$ cat src/rtl/ind_mem_bridge.sv
module ind_mem_bridge #(
  parameter int ADDR_W = 32,
  parameter int ZONES  = 4,
  parameter int OFS_W  = 4
) (
  input  logic              clk,
  input  logic              rst_n,
  input  logic              host_req,
  input  logic              host_we,
  input  logic [OFS_W-1:0]  host_ofs,
  input  logic [7:0]        host_wdata,
  output logic [7:0]        host_rdata,
  output logic              host_wait,
  output logic              bus_req,
  output logic              bus_we,
  output logic [ADDR_W-1:0] bus_addr,
  output logic [7:0]        bus_wdata,
  output logic [ZONES-1:0]  bus_cs,
  input  logic              bus_ack,
  input  logic [7:0]        bus_rdata
);
  localparam int NBYTES   = ADDR_W / 8;
  localparam int DATA_OFS = NBYTES;
  localparam int CFG_OFS  = 2 * NBYTES;

  typedef enum logic [1:0] {S_IDLE, S_BUSY, S_DONE} state_t;

  state_t             state;
  logic [ADDR_W-1:0]  addr_q;
  logic [ZONES-1:0]   zen_q;
  logic [ZONES-1:0]   cs_q;
  logic [ZONES-1:0]   pick;
  logic               we_q;
  logic [7:0]         wdata_q;
  logic [7:0]         rbuf;

  wire any_en   = |zen_q;
  wire hit_data = host_req && (host_ofs == OFS_W'(DATA_OFS));
  wire start    = (state == S_IDLE) && hit_data && any_en;
  wire reg_wr   = host_req && host_we && (state == S_IDLE) && !hit_data;

  always_comb begin
    pick = '0;
    for (int i = ZONES - 1; i >= 0; i--)
      if (zen_q[i]) begin
        pick    = '0;
        pick[i] = 1'b1;
      end
  end

  always_ff @(posedge clk) begin
    if (!rst_n) begin
      state   <= S_IDLE;
      addr_q  <= '0;
      zen_q   <= '0;
      cs_q    <= '0;
      we_q    <= 1'b0;
      wdata_q <= '0;
      rbuf    <= '0;
    end else begin
      case (state)
        S_IDLE: if (start) begin
          state   <= S_BUSY;
          cs_q    <= pick;
          we_q    <= host_we;
          wdata_q <= host_wdata;
        end
        S_BUSY: if (bus_ack) begin
          state <= S_DONE;
          rbuf  <= bus_rdata;
        end
        default: state <= S_IDLE;
      endcase
      if (reg_wr) begin
        for (int i = 0; i < NBYTES; i++)
          if (host_ofs == OFS_W'(i)) addr_q[8*i +: 8] <= host_wdata;
        for (int i = 0; i < ZONES; i++)
          if (host_ofs == OFS_W'(CFG_OFS + i)) zen_q[i] <= host_wdata[0];
      end
    end
  end

  always_comb begin
    host_rdata = '0;
    if (state == S_DONE)
      host_rdata = rbuf;
    else if (host_ofs == OFS_W'(DATA_OFS))
      host_rdata = 8'hFF;
    else begin
      for (int i = 0; i < NBYTES; i++)
        if (host_ofs == OFS_W'(i)) host_rdata = addr_q[8*i +: 8];
      for (int i = 0; i < ZONES; i++)
        if (host_ofs == OFS_W'(CFG_OFS + i)) host_rdata = {7'b0, zen_q[i]};
    end
  end

  assign host_wait = (state == S_BUSY) || start;
  assign bus_req   = (state == S_BUSY);
  assign bus_we    = we_q;
  assign bus_addr  = addr_q;
  assign bus_wdata = wdata_q;
  assign bus_cs    = cs_q;

  assert_cs_onehot_R6: assert property (@(posedge clk) disable iff (!rst_n)
    bus_req |-> $countones(bus_cs) == 1);

  assert_zone0_wins_R6: assert property (@(posedge clk) disable iff (!rst_n)
    (bus_req && zen_q[0]) |-> bus_cs[0]);

  assert_req_hold_R8: assert property (@(posedge clk) disable iff (!rst_n)
    (bus_req && !bus_ack) |=> (bus_req && $stable(bus_addr) && $stable(bus_we)
                               && $stable(bus_wdata) && $stable(bus_cs)));

  assert_host_stalled_R8: assert property (@(posedge clk) disable iff (!rst_n)
    bus_req |-> host_wait);

  assert_no_zone_idle_R7: assert property (@(posedge clk) disable iff (!rst_n)
    !any_en |=> !bus_req);

endmodule

$ cat config.mk
export PLATFORM = sky130hd
export DESIGN_NAME = ind_mem_bridge
export DESIGN_NICKNAME = d
export VERILOG_FILES = /design/src/rtl/ind_mem_bridge.sv
export SDC_FILE = /design/constraint.sdc
export NUM_CORES = 1
export LEC_CHECK = 0
export BUFFER_PORTS_ARGS = -buffer_cell sky130_fd_sc_hd__buf_2
export CAP_MARGIN = 20
export CORE_ASPECT_RATIO = 1.25
export CORE_MARGIN = 1
export CORE_UTILIZATION = 46
export DETAILED_ROUTE_END_ITERATION = 8
export GPL_ROUTABILITY_DRIVEN = 1
export HOLD_SLACK_MARGIN = 0.12
export PLACE_DENSITY = 0.76
export SYNTH_ARGS = -nofsm -noshare
export SYNTH_HDL_FRONTEND = slang
export SYNTH_SLANG_ARGS = --single-unit
$ cat constraint.sdc
create_clock -name clk -period 1.9 [get_ports clk]
set_input_delay 0.285 -clock clk [delete_from_list [all_inputs] [get_ports clk]]
set_output_delay 0.285 -clock clk [all_outputs]
set_load 0.01 [all_outputs]
* After elaboration in Yosys (flattened, before gate mapping)
Cells that the tools add are included.
** Storage, ports and cells
- Flip-flop bits (word level) :: 59
- Word-level logic and storage cells :: 64
- Bits of input ports :: 25
** Cells by class
- Multiplexer cells :: 17
- Equal/unequal tests :: 12
- Reduce and logical (&&, ||, !) cells :: 22
** Operator list (number)
- two-way mux 8 bit :: 10
- AND reduction 2 bit :: 11
- == test 4 bit (second input constant) :: 4
- two-way mux 4 bit :: 4
- == test 4 x 2 -> 1 bit (second input constant) :: 2
- logical AND 1 bit :: 6
- == test 4 x 1 -> 1 bit (second input constant) :: 1
- == test 4 x 3 -> 1 bit (second input constant) :: 1
- logical NOT 4 bit :: 1
- two-way mux 2 bit :: 2
- one-hot mux 2 bit (2 select lines) :: 1
- OR reduction 4 bit :: 1
- == test 2 x 1 -> 1 bit (second input constant) :: 1
- == test 2 bit (second input constant) :: 1
- logical NOT 2 bit :: 1
- != test 2 x 1 -> 1 bit (second input constant) :: 1
- != test 2 bit (second input constant) :: 1
- logical NOT 1 bit :: 1
- logical OR 1 bit :: 1

* Logic depth before layout (Yosys ltp)
- Word-level depth :: 11
- Depth in mapped cells :: 7
- Gate-level depth less buffers :: 4

* Worst setup path before layout
OpenSTA, ideal clock, no wires.
- Kind :: input -> output
- From :: input port host_ofs[0]
- To :: output port host_wait
- Path buffers :: 2
- Path slack :: 0.010 ns
- Stages on the path :: 5
- Arrival :: 1.605 ns
- Cell sequence :: buf_2 > or4b_4 > nor3_4 > buf_6 > or2_1
** Between the ends
- Cells in the longest elaborated chain, start to end :: 5
** Ends and longest elaborated chain
- start, declared :: line 10 : input logic [OFS_W-1:0] host_ofs,
- == test 4 x 3 -> 1 bit :: line 38 : wire hit_data = host_req && (host_ofs == OFS_W'(DATA_OFS));
- logical AND 1 bit :: line 38
- logical AND 1 bit (2 in a row) :: line 39 : wire start = (state == S_IDLE) && hit_data && any_en;
- logical OR 1 bit :: line 97 : assign host_wait = (state == S_BUSY) || start;
- end, declared :: line 13 : output logic host_wait,
No other way between the ends.

* Final worst setup path
- From :: register zen_q[1]
- To :: output port host_rdata[0]
** Between the ends
- Cells in the longest elaborated chain, start to end :: 5
** Ends and longest elaborated chain
- start, declared :: line 30 : logic [ZONES-1:0] zen_q;
- start signal, assigned by index :: line 78 : if (host_ofs == OFS_W'(CFG_OFS + i)) zen_q[i] <= host_wdata[0];
- two-way mux 8 bit (3 in a row) :: line 93 : if (host_ofs == OFS_W'(CFG_OFS + i)) host_rdata = {7'b0, zen_q[i]};
- two-way mux 8 bit :: line 87 : else if (host_ofs == OFS_W'(DATA_OFS))
- two-way mux 8 bit :: line 85 : if (state == S_DONE)
- end, declared :: line 12 : output logic [7:0] host_rdata,
No other way between the ends.

==> key figures <==
Cells and area
  – Area occupied by multi-input gates: approximately 1300 um^2
  – Finished Core Util: 62.82%
  – Non-Filler Instances: between 400 and 500
  – N_diodes: 0
  – Fill cell count: 475
  – Register Area: 1186 um^2
  – Nets: around 420
  – Finished layout cell area: between 3000 and 4000 um^2
  – Area growth from synthesis to layout: 31.62%
  – Share of layout cells above drive strength 1: 32.66%

Clocking
  – Clk buf depth: 2
  – CTS tree: yes
  – CTS Root Cell: clkbuf_8
  – Num CTS Buffers: 9
  – CTS Sinks: 59
  – Skew-Pair Late Insertion Delay: 350 ps
  – # hold bufs at CTS: 0
  – Number of H-tree levels: 3
  – Clock transition at path regs: roughly 60 ps

Min path
  – Min-delay src: bus_rdata[3]
  – Cell count of the worst hold path: 3
  – Endpoint, Worst Hold: rbuf[3]
  – Worst Hold Class: input pin to flop

Floorplanning
  – DIE HEIGHT: between 80 and 90 um
  – Placement Rows: 30
  – # IOs: 80
  – Starting Density: between 40 and 50%
  – Die Wd: a little under 70 um
  – Die ar.: ~5900 um^2
  – Core region area: between 5000 and 6000 um^2

Timing
  – # setup viols final: 0
  – Worst slew pin tran: just under 1000 ps
  – RSZ-0062 raised after global routing: yes
  – Max Clock Skew: around 10 ps
  – Tmin final: approximately 1900 ps
  – Hold Fails Final Rpt: 0
  – Fin worst setup slack: 46.26 ps
  – Crit share post-route: slightly below 100%
  – Fmax: between 500 and 600 MHz
  – Slew headroom: 35.63%
  – Final Slew Violations: 0

Worst setup path
  – Crit Path Class: flop to primary output
  – Reg2reg path depth: 6
  – Startpoint types: flop
  – Crit path from: zen_q[1]
  – Worst R2R Start: state[0]
  – Critical Path Fanout Max: 5
  – Critical path capture point type: primary output
  – Critical Path RT: 1620 ps
  – R2R setup slack: ~240 ps
  – Worst r2r dst: bus_wdata[3]
  – CP arrival: about 1600 ps

Synthesis
  – Post-synth ARST share: 0%
  – Syn nets: approximately 330
  – Main synth FF type: dfxtp_1
  – Most common library cells after synthesis: dfxtp_1, nand3_1, nand2_1
  – Netlist Area Pre-Place: 2580 um^2
  – Top cells by area, synth: dfxtp_1, mux2i_1, nand3_1
  – Most common cell in the netlist: dfxtp_1
  – Number of synthesized flops with an enable pin: 0
  – Cell variety after synth: 37
  – Synth Warn #: 0
  – Sequential fraction of the synthesis area: a little under half
  – #FFs+latches synth: 59
  – Average size of a mapped cell: about 8.4 um^2
  – Yosys top cell by area: dfxtp_1
  – Top cell type's share of synthesized area: 45.78%
  – Post-Synthesis Cells: 306

Pwr
  – Net Sw Frac: roughly 22%
  – Static Leak: approximately 1.5 nW
  – Worst vdd ir: 0.4465 mV
  – Share of total power in sequential cells: 44.4%
  – Comb power frac: approximately 6.3%
  – Int Pwr: 2.189 mW
  – Sw Pwr: just over 0.6 mW
  – Pwr/cell area: between 800 and 900 nW/um^2
  – Clk pwr share: about half

Global route
  – Largest net degree at the start of global routing: 37
  – Total global-route track usage: 25.04%
  – Initial antenna violation count: 0
  – Vias in the first global route: between 2000 and 2500
  – Global-route wire length before repair: about 11000 um
  – Grt ovf: 0

Placed design
  – I/O Buffers: 79
  – Placed cell area: around 3100 um^2
  – Place WS: -35.08 ps
  – Hpwl dp: between 4000 and 5000 um
  – Placed Instances: 443
  – Final GP Congestion: approximately 0.83

Drt
  – Via density: 5.589
  – Initial DRT Pass Iterations: 4
  – Antenna Nets Post-Route: 0
  – First DRT Iteration DRCs: 232
  – DRT Wirelength: 6867 um
  – Routed WL per cell: 14.86 um
  – DR vias: around 2600
  – DR DRC count: 0

Run
  – Max_cap viols: 0

Outcome
  – Status: finished, final reports clean
==> worst max path at each step <==
stage | to | slack [ps] | cells after the start
2_1_floorplan | host_wait | 10 | 5
4_1_cts | host_rdata[7] | 10 | 5
5_1_grt | host_rdata[0] | -20 | 5
6_report | host_rdata[0] | 50 | 5
3_5_place_dp | bus_wdata[5] | -40 | 7
3_3_place_gp | bus_wdata[3] | -0.9 | 7
==> sequential cells by signal, indices dropped and copies added (netlist names) <==
register	cells
bus_cs	4
bus_addr	32
state	2
bus_we	1
zen_q	4
bus_wdata	8
rbuf	8
==> power groups by stage <==
| stage | logic, mW | clock network [mW] | registers (mW) |
|---|---|---|---|
| finish | 0.178 | 1.38 | 1.25 |
| global route | 0.194 | 1.45 | 1.25 |
| detailed placement | 0.174 | 0 | 1.27 |
| global placement | 0.172 | 0 | 1.27 |
| CTS | 0.175 | 1.39 | 1.25 |
| floorplan | 0.0958 | 0 | 1.28 |
==> critical path, cell delays in order (launching register included) <==
cell and delay, ps:
dfxtp_4 360, mux2_2 260, a22o_1 180, a32oi_1 180, a31oi_1 100, buf_2 150
==> final cells by class <==
class                           instances  area share [%]
Sequential cell                        59           34.93
Tap cell                               64           2.358
Multi-Input combinational cell        219           38.36
Inverter                                4          0.4422
Clock buffer                           13           5.269
Clock inverter                          3           1.990
Timing Repair Buffer                  100           16.65
==> kinds of logic after synthesis <==
family | after synthesis | synth area share [%]
muxes | 24 | 9.408
AOI/OAI and AO/OA | 72 | 16.68
DFF | 59 | 45.78
and+or+nand+nor | 123 | 23.33
buffers and inverters | 28 | 4.801
==> timing repair <==
| action | 4_1_cts | 5_1_grt |
|---|---|---|
| buffers inserted | 1 | 2 |
| endpoints found under the setup margin | 1 | 4 |
| gates resized for setup | 3 | 5 |
| pin swaps | 1 | 2 |
==> through the flow <==
stage / setup TNS [ps] / power [mW] / hold slack, ps
after floorplan: 0 / 1.372 / 432.2
after global placement: -0.9431 / 1.447 / 443.5
after detailed placement: -201.4 / 1.449 / 447.6
after CTS: 0 / 2.811 / 178.2
after global routing: -21.95 / 2.891 / 191.4
final: 0 / 2.807 / 187.2
==> metal layers <==
layer,GRT usage (%),vias up,routed length (um)
li1,-,1265,-
met1,31.30,1206,2778
met2,38.04,92,3457
met3,5.718,19,427
met4,15.58,0,204
met5,0,-,0
==> layout by cell type (no fill, tap or decap), drive strengths merged <==
cell	count
nand3	44
and3	1
a32oi	1
nor3	2
nand2b	2
nor2b	5
and4bb	2
a31oi	4
a211oi	1
o2bb2ai	6
or2	1
mux2i	22
a211o	1
o2111ai	1
bufinv	2
dfxtp	59
or3b	1
clkinvlp	1
inv	4
a22o	1
buf	100
o21ai	25
nand2	33
clkbuf	13
nand3b	1
o31ai	1
or4b	1
or3	1
nor2	26
a21oi	25
mux2	2
and3b	1
nor4	2
a221oi	6
Power figures use the tool's default switching activity.
